## config.mk

```make
export PLATFORM = sky130hd
export DESIGN_NAME = vtlb_xlate
export DESIGN_NICKNAME = d
export VERILOG_FILES = /design/src/rtl/vtlb_pkg.sv /design/src/rtl/vtlb_store.sv /design/src/rtl/vtlb_match.sv /design/src/rtl/vtlb_resolve.sv /design/src/rtl/vtlb_xlate.sv
export SDC_FILE = /design/constraint.sdc
export NUM_CORES = 1
export LEC_CHECK = 0
export BUFFER_PORTS_ARGS = -buffer_cell sky130_fd_sc_hd__buf_2
export CAP_MARGIN = 5
export CORE_UTILIZATION = 46
export DETAILED_ROUTE_END_ITERATION = 8
export PLACE_DENSITY = 0.61
export SLEW_MARGIN = 40
export SYNTH_ARGS = -nofsm -noshare
export SYNTH_HDL_FRONTEND = slang
export SYNTH_HIERARCHICAL = 1
export SYNTH_SLANG_ARGS = --single-unit
```

## constraint.sdc

```tcl
create_clock -name clk -period 3.7 [get_ports clk]
set_input_delay 0 -clock clk [delete_from_list [all_inputs] [get_ports clk]]
set_output_delay 0 -clock clk [all_outputs]
set_load 0.01 [all_outputs]
```

## src/rtl/vtlb_pkg.sv

```systemverilog
package vtlb_pkg;

    localparam int VA_W   = 32;
    localparam int PN_W   = 22;
    localparam int OFS_W  = VA_W - PN_W;
    localparam int ASID_W = 8;
    localparam int CODE_W = 12;

    typedef enum logic [1:0] {
        ACC_READ  = 2'd0,
        ACC_WRITE = 2'd1,
        ACC_FETCH = 2'd2,
        ACC_RSVD  = 2'd3
    } acc_kind_e;

    localparam logic [CODE_W-1:0] EXC_MISS_RD  = 12'h040;
    localparam logic [CODE_W-1:0] EXC_MISS_WR  = 12'h060;
    localparam logic [CODE_W-1:0] EXC_FIRST_WR = 12'h080;
    localparam logic [CODE_W-1:0] EXC_PROT_RD  = 12'h0A0;
    localparam logic [CODE_W-1:0] EXC_PROT_WR  = 12'h0C0;
    localparam logic [CODE_W-1:0] EXC_ADDR_RD  = 12'h0E0;
    localparam logic [CODE_W-1:0] EXC_ADDR_WR  = 12'h100;
    localparam logic [CODE_W-1:0] EXC_MULTI    = 12'h140;

    typedef struct packed {
        logic              valid;
        logic              share;
        logic [1:0]        size;
        logic [1:0]        prot;
        logic              dirty;
        logic [ASID_W-1:0] asid;
        logic [PN_W-1:0]   vpn;
        logic [PN_W-1:0]   ppn;
    } tlb_entry_t;

    typedef struct packed {
        logic              fault;
        logic [CODE_W-1:0] code;
        logic [VA_W-1:0]   paddr;
    } xlate_res_t;

    // Page-number bits that lie inside the page for a given size code.
    function automatic logic [PN_W-1:0] inpage_pn_bits(input logic [1:0] size);
        case (size)
            2'd0:    return PN_W'(0);
            2'd1:    return PN_W'(22'h3);
            2'd2:    return PN_W'(22'h3F);
            default: return PN_W'(22'h3FF);
        endcase
    endfunction

    function automatic logic [VA_W-1:0] offset_mask(input logic [1:0] size);
        return {inpage_pn_bits(size), {OFS_W{1'b1}}};
    endfunction

    function automatic logic [VA_W-1:0] low29(input logic [VA_W-1:0] va);
        return {3'b000, va[28:0]};
    endfunction

endpackage

```

## src/rtl/vtlb_store.sv

```systemverilog
module vtlb_store
    import vtlb_pkg::*;
#(
    parameter int ENTRIES = 8,
    parameter int IDX_W   = (ENTRIES > 1) ? $clog2(ENTRIES) : 1
) (
    input  logic       clk,
    input  logic       rst,
    input  logic       wr_en,
    input  logic [IDX_W-1:0] wr_index,
    input  tlb_entry_t wr_entry,
    output tlb_entry_t ent_q [ENTRIES]
);

    always_ff @(posedge clk) begin
        if (rst) begin
            for (int i = 0; i < ENTRIES; i++) begin
                ent_q[i] <= '0;
            end
        end else if (wr_en) begin
            for (int i = 0; i < ENTRIES; i++) begin
                if (wr_index == IDX_W'(i)) begin
                    ent_q[i] <= wr_entry;
                end
            end
        end
    end

endmodule

```

## src/rtl/vtlb_match.sv

```systemverilog
module vtlb_match
    import vtlb_pkg::*;
#(
    parameter int ENTRIES = 8
) (
    input  logic [PN_W-1:0]   va_pn,
    input  logic [ASID_W-1:0] cur_asid,
    input  logic              asid_chk,
    input  tlb_entry_t        ent [ENTRIES],
    output logic              hit_any,
    output logic              hit_multi,
    output tlb_entry_t        hit_ent
);

    logic [ENTRIES-1:0] hit_vec;

    generate
        for (genvar g = 0; g < ENTRIES; g++) begin : g_cmp
            logic [PN_W-1:0] keep;
            logic            page_ok;
            logic            asid_ok;
            assign keep    = ~inpage_pn_bits(ent[g].size);
            assign page_ok = ((va_pn ^ ent[g].vpn) & keep) == '0;
            assign asid_ok = ent[g].share || !asid_chk || (ent[g].asid == cur_asid);
            assign hit_vec[g] = ent[g].valid && page_ok && asid_ok;
        end
    endgenerate

    assign hit_any   = |hit_vec;
    assign hit_multi = |(hit_vec & (hit_vec - 1'b1));

    always_comb begin
        hit_ent = '0;
        for (int i = 0; i < ENTRIES; i++) begin
            if (hit_vec[i]) begin
                hit_ent = hit_ent | ent[i];
            end
        end
    end

endmodule

```

## src/rtl/vtlb_resolve.sv

```systemverilog
module vtlb_resolve
    import vtlb_pkg::*;
(
    input  logic [VA_W-1:0] vaddr,
    input  acc_kind_e       kind,
    input  logic            priv,
    input  logic            xlate_en,
    input  logic            hit_any,
    input  logic            hit_multi,
    input  tlb_entry_t      hit_ent,
    output xlate_res_t      res
);

    logic is_wr;
    logic in_direct;
    logic in_top;
    logic in_user_win;
    logic [VA_W-1:0] pa_tlb;

    assign is_wr       = (kind == ACC_WRITE);
    assign in_direct   = (vaddr[31:30] == 2'b10);
    assign in_top      = (vaddr[31:29] == 3'b111);
    assign in_user_win = (vaddr[31:26] == 6'b111000);

    assign pa_tlb = ({hit_ent.ppn, {OFS_W{1'b0}}} & ~offset_mask(hit_ent.size))
                  | (vaddr & offset_mask(hit_ent.size));

    always_comb begin
        res = '0;
        if (in_direct || in_top) begin
            if (!priv && !in_user_win) begin
                res.fault = 1'b1;
                res.code  = is_wr ? EXC_ADDR_WR : EXC_ADDR_RD;
            end else begin
                res.paddr = in_direct ? low29(vaddr) : vaddr;
            end
        end else if (!xlate_en) begin
            res.paddr = low29(vaddr);
        end else if (hit_multi) begin
            res.fault = 1'b1;
            res.code  = EXC_MULTI;
        end else if (!hit_any) begin
            res.fault = 1'b1;
            res.code  = is_wr ? EXC_MISS_WR : EXC_MISS_RD;
        end else if (!priv && !hit_ent.prot[1]) begin
            res.fault = 1'b1;
            res.code  = is_wr ? EXC_PROT_WR : EXC_PROT_RD;
        end else if (is_wr && !hit_ent.prot[0]) begin
            res.fault = 1'b1;
            res.code  = EXC_PROT_WR;
        end else if (is_wr && !hit_ent.dirty) begin
            res.fault = 1'b1;
            res.code  = EXC_FIRST_WR;
        end else begin
            res.paddr = pa_tlb;
        end
    end

endmodule

```

## src/rtl/vtlb_xlate.sv

```systemverilog
module vtlb_xlate
    import vtlb_pkg::*;
#(
    parameter int ENTRIES = 8,
    parameter int IDX_W   = (ENTRIES > 1) ? $clog2(ENTRIES) : 1
) (
    input  logic              clk,
    input  logic              rst,
    input  logic              req_valid,
    input  logic [31:0]       req_vaddr,
    input  logic [1:0]        req_kind,
    input  logic              req_priv,
    input  logic [7:0]        cur_asid,
    input  logic              xlate_en,
    input  logic              single_virt,
    input  logic              wr_en,
    input  logic [IDX_W-1:0]  wr_index,
    input  logic [21:0]       wr_vpn,
    input  logic [21:0]       wr_ppn,
    input  logic [7:0]        wr_asid,
    input  logic [1:0]        wr_size,
    input  logic              wr_valid,
    input  logic              wr_share,
    input  logic [1:0]        wr_prot,
    input  logic              wr_dirty,
    output logic              rsp_valid,
    output logic              rsp_fault,
    output logic [11:0]       rsp_code,
    output logic [31:0]       rsp_paddr
);

    tlb_entry_t wr_entry;
    tlb_entry_t ent_q [ENTRIES];
    tlb_entry_t hit_ent;
    logic       hit_any;
    logic       hit_multi;
    logic       asid_chk;
    acc_kind_e  kind;
    xlate_res_t res_d;
    xlate_res_t res_q;

    always_comb begin
        wr_entry.valid = wr_valid;
        wr_entry.share = wr_share;
        wr_entry.size  = wr_size;
        wr_entry.prot  = wr_prot;
        wr_entry.dirty = wr_dirty;
        wr_entry.asid  = wr_asid;
        wr_entry.vpn   = wr_vpn;
        wr_entry.ppn   = wr_ppn;
    end

    assign kind     = (req_kind == 2'd3) ? ACC_READ : acc_kind_e'(req_kind);
    assign asid_chk = !(single_virt && req_priv);

    vtlb_store #(.ENTRIES(ENTRIES), .IDX_W(IDX_W)) i_store (
        .clk      (clk),
        .rst      (rst),
        .wr_en    (wr_en),
        .wr_index (wr_index),
        .wr_entry (wr_entry),
        .ent_q    (ent_q)
    );

    vtlb_match #(.ENTRIES(ENTRIES)) i_match (
        .va_pn     (req_vaddr[31:10]),
        .cur_asid  (cur_asid),
        .asid_chk  (asid_chk),
        .ent       (ent_q),
        .hit_any   (hit_any),
        .hit_multi (hit_multi),
        .hit_ent   (hit_ent)
    );

    vtlb_resolve i_resolve (
        .vaddr     (req_vaddr),
        .kind      (kind),
        .priv      (req_priv),
        .xlate_en  (xlate_en),
        .hit_any   (hit_any),
        .hit_multi (hit_multi),
        .hit_ent   (hit_ent),
        .res       (res_d)
    );

    always_ff @(posedge clk) begin
        if (rst) begin
            rsp_valid <= 1'b0;
            res_q     <= '0;
        end else begin
            rsp_valid <= req_valid;
            if (req_valid) begin
                res_q <= res_d;
            end
        end
    end

    assign rsp_fault = res_q.fault;
    assign rsp_code  = res_q.code;
    assign rsp_paddr = res_q.paddr;

endmodule

```

After elaboration in Yosys (flattened, before gate mapping)
Cells that the tools add are included.
W data, S select, Z words.
- add/subtract/negate cells: 1
- equality and inequality tests: 38
- mux-type cells: 37
- bitwise operators: 36
- reductions and logical operators: 71
- operator list (kind ; count):
    $mux W57 ; 8
    $or A57 B57 Y57 ; 7
    $pmux W10 S3 ; 9
    $mux W32 ; 8
    $and A22 B22 Y22 ; 8
    $logic_not A22 Y1 ; 8
    $not A10 Y22 ; 8
    $xor A22 B22 Y22 ; 8
    $mux W13 ; 7
    $eq A8 B8 Y1 ; 8
    $mux W45 ; 1
    $and A32 B20 Y32 ; 1
    $and A32 B32 Y32 ; 1
    $not A20 Y32 ; 1
    $or A32 B32 Y32 ; 1
    $eq A2 B2 Y1 const B ; 11
    $logic_and A1 B1 Y1 ; 21
    $eq A2 B1 Y1 const B ; 10
    $logic_not A2 Y1 ; 9
    $logic_or A1 B1 Y1 ; 17
    $reduce_and A2 Y1 ; 8
    $reduce_or A8 Y1 ; 2
    $eq A3 B3 Y1 const B ; 5
    $mux W9 ; 1
    10 further kinds ; 15
- register bits after elaboration: 518
- input port bits: 111
- output and inout port bits: 46
- word-level logic and storage cells: 251

Logic depth before layout (Yosys ltp)
- depth in word-level cells: 34
- depth in mapped cells: 17
- gate-level depth less buffers: 13

By module
Netlist, hierarchy kept.
- by module, submodules not included (module ; times used ; cells each ; area an instance (um2)):
    vtlb_store ; 1 ; 1662 ; 18372.6
    vtlb_match ; 1 ; 686 ; 5287.6
    vtlb_xlate ; 1 ; 150 ; 1675.4
    vtlb_resolve ; 1 ; 117 ; 835.8

Worst setup path before layout
No wires, ideal clock.
- path kind: reg2reg
- start: register, netlist name i_store/ent_q[88]
- end: register res_q (netlist bit rsp_paddr[8])
- arrival time: 2.955 ns
- slack: 0.617 ns
- stages on the path, launching flop included: 16
- buffers on the path: 2
- clock period less this slack: 3.083 ns
- path through: dfxtp_1 > xor2_1 > nor4_2 > o21ai_1 > a2111oi_2 > o31a_2 > buf_6 > nor2_2 > o32ai_2 > nand2b_4 > a211oi_4 > o32a_1 > buf_2 > and2_1 > mux2i_1 > nor2_1
- RTL lines (what ; line ; RTL):
    to (signal assigned) ; vtlb_xlate.sv:93 ; res_q <= res_d;
    to (decl) ; vtlb_xlate.sv:40 ; xlate_res_t res_q;

==> run metrics <==
status=completed; reg2reg end=rsp_paddr[13]$_SDFFE_PP0P_; global route overflow=0; Area Growth Syn to Fin=15.3%; LEAKAGE=13.1 nW; Max Cap Viol=0; Worst Hold Class=primary input to register; Max H-tree Level=2; Top Ports=157; hold path depth=3; Slew headroom=0.461; CP dominant cell by count=buf_4; flop2flop setup slack=170 ps; Slew Viols, Final=0; Nets=2,685; clk_skew=19.8 ps; drt first-iter violations=1,367; CTS Sinks=518; Power Density=445 nW/um^2; number of global-route vias before repair=18,684; Die Ht=235 um; Root Buffer=clkbuf_16; RePlAce Congestion=0.830; crit path launch type=register; Reg clk slew, reported paths=60 ps; Final Hold Vio Count=0; hpwl dp=47,300 um; GRT busiest layer=met2; Via density=5.54; Core Area=53,800 sq um; met1 Use GR=0.355; maximum vdd drop=0.358 mV; Setup CP Type=register to register; CP peak stage delay=430 ps; share of cells above drive strength 1=0.140; Placed Instance Area=26,200 sq um; Syn Inst Count=2,471; num rows=85; synth warn=6; M2 GR Usage=0.444; initial antenna violation count=1; initial core utilization=0.466; max frequency=0.283 GHz; clk_lat worst skew=620 ps; final setup fails=0; TritonRoute pass-1 iters=8; period utilization=0.955; CP top delay family=compound AO/OA/AOI/OAI gates; total number of vias=18,378; Pwr Total=12.8 mW; # DRC=0; Antenna Nets Post-Route=0; required time worst endpoint=4200 ps; synthesized area=25,100 sq um; Min Clock Period, post-route=3530 ps; CP endpoint kind=register; Die ar.=55,400 sq um; clock buffer depth=3; RSZ-0062 raised after global routing=no; hold worst-path end=i_store/ent_q[336]$_SDFFE_PP0P_; Mean Syn Cell Area=10.1 sq um; fin area=28,900 sq um; pin count of the biggest net entering global routing=119; crit-path max FO=7; Hold Startpoint=wr_vpn[19]; total track usage=0.264; first-pass GRT wire length=114,000 um; CP arrival=4030 ps; R2R depth=16; Critical R2R Launch=i_store/ent_q[85]$_SDFFE_PP0P_; Worst-Margin Slew=809 ps; CP Buf/Inv Count=3; Routed WL=74,000 um; crit-path cells=xor2_1, nor4_2, buf_4, o211ai_1, a2111oi_2, o31a_2, nor2_2, o32ai_2, nand2b_4, a211oi_4, buf_6, o21ai_0, buf_4, o2bb2ai_1, mux2i_1, nor2_1; IO Port Bufs=156; GR met3 Demand/Resource=0.0280; Slowest-stage cell, CP=a2111oi_2; CTS Buf Count=56; routed len/inst=22.3 um; Chip Width=235 um; TritonCTS clock tree=built
[per-stage QoR]
step | worst slack (ps) | hold WS (ps) | instances | utilization | setup TNS (ps)
after floorplan | 671 | 251 | 2478 | - | 0
after global placement | -20.9 | 337 | 3140 | 0.486 | -20.9
after detailed placement | -77.6 | 358 | 3141 | 0.486 | -467
after CTS | 15.3 | 2.77 | 3315 | 0.535 | 0
after global routing | 19.7 | 22.0 | 3316 | 0.537 | 0
final | 166 | 27.8 | 3317 | 0.537 | 0
[worst reg2reg max path, delay by kind of cell (launching register included)]
family	cells	cell delay [ps]
XOR/XNOR	1	150
multiplexers	1	150
buffers and inverters	3	530
AO/OA/AOI/OAI	7	1580
AND/OR/NAND/NOR	4	690
flip-flops	1	320
[layer usage]
| metal | part of all wire | wire length [um] | up-vias |
|---|---|---|---|
| met5 | 0.00015 | 11 | - |
| met4 | 0.027 | 1960 | 2 |
| met3 | 0.047 | 3470 | 103 |
| met2 | 0.48 | 35200 | 486 |
| met1 | 0.45 | 33400 | 9176 |
| li1 | - | - | 8611 |
[worst max path at each step]
stage / cells past startpoint / startpoint / endpoint
5_1_grt: 16 / i_store/ent_q[85]$_SDFFE_PP0P_ / rsp_paddr[13]$_SDFFE_PP0P_
3_5_place_dp: 17 / req_vaddr[13] / rsp_paddr[12]$_SDFFE_PP0P_
4_1_cts: 18 / i_store/ent_q[24]$_SDFFE_PP0P_ / rsp_paddr[12]$_SDFFE_PP0P_
3_3_place_gp: 16 / i_store/ent_q[85]$_SDFFE_PP0P_ / rsp_paddr[12]$_SDFFE_PP0P_
2_1_floorplan: 15 / i_store/ent_q[462]$_SDFFE_PP0P_ / rsp_paddr[26]$_SDFFE_PP0P_
6_report: 16 / i_store/ent_q[85]$_SDFFE_PP0P_ / rsp_paddr[13]$_SDFFE_PP0P_
[what timing repair did]
item / CTS / global route
setup endpoints to repair: 15 / 17
resized for setup: 4 / 10
hold buffers: 68 / 0
pin swaps: 0 / 1
buffers inserted: 2 / 1
endpoints found under the hold margin: 452 / 0
[area by class of cell]
class	instances	area [sq um]
tap	696	871
clock buffer	77	1630
sequential	518	10400
clock inverter	27	300
inverter	12	45.0
timing repair buffer	304	2180
antenna	1	2.50
fill	4791	24900
multi-input combinational	1682	13500
[layout by cell type, fill, tap and decap left out, types with 8 or more instances in the layout]
cell type / count
nand2b_1: 534
mux2i_1: 521
dfxtp_1: 518
xnor2_1: 190
buf_2: 154
buf_4: 70
dlygate4sd3_1: 68
nor2_1: 57
clkbuf_16: 57
a222oi_1: 54
xor2_1: 50
nand3_1: 39
nand4_1: 37
a22oi_1: 27
nand2_1: 16
clkinv_2: 16
clkbuf_8: 13
inv_1: 12
nor4_1: 12
and2_1: 11
o211ai_1: 9
a21oi_1: 8
a22o_1: 8
conb_1: 8
[power breakdown]
group,leakage [nW],internal (mW),switching [mW]
registers,4.20,5.71,0.0895
logic,7.93,0.514,0.647
clock network,0.961,3.49,2.39
total,13.1,9.72,3.13
[registers in the layout (all words and copies together), names as in the netlist]
name,flops
i_store/ent_q,472
rsp_valid,1
rsp_paddr,32
rsp_code,12
rsp_fault,1
(Power assumes the default switching activity.)
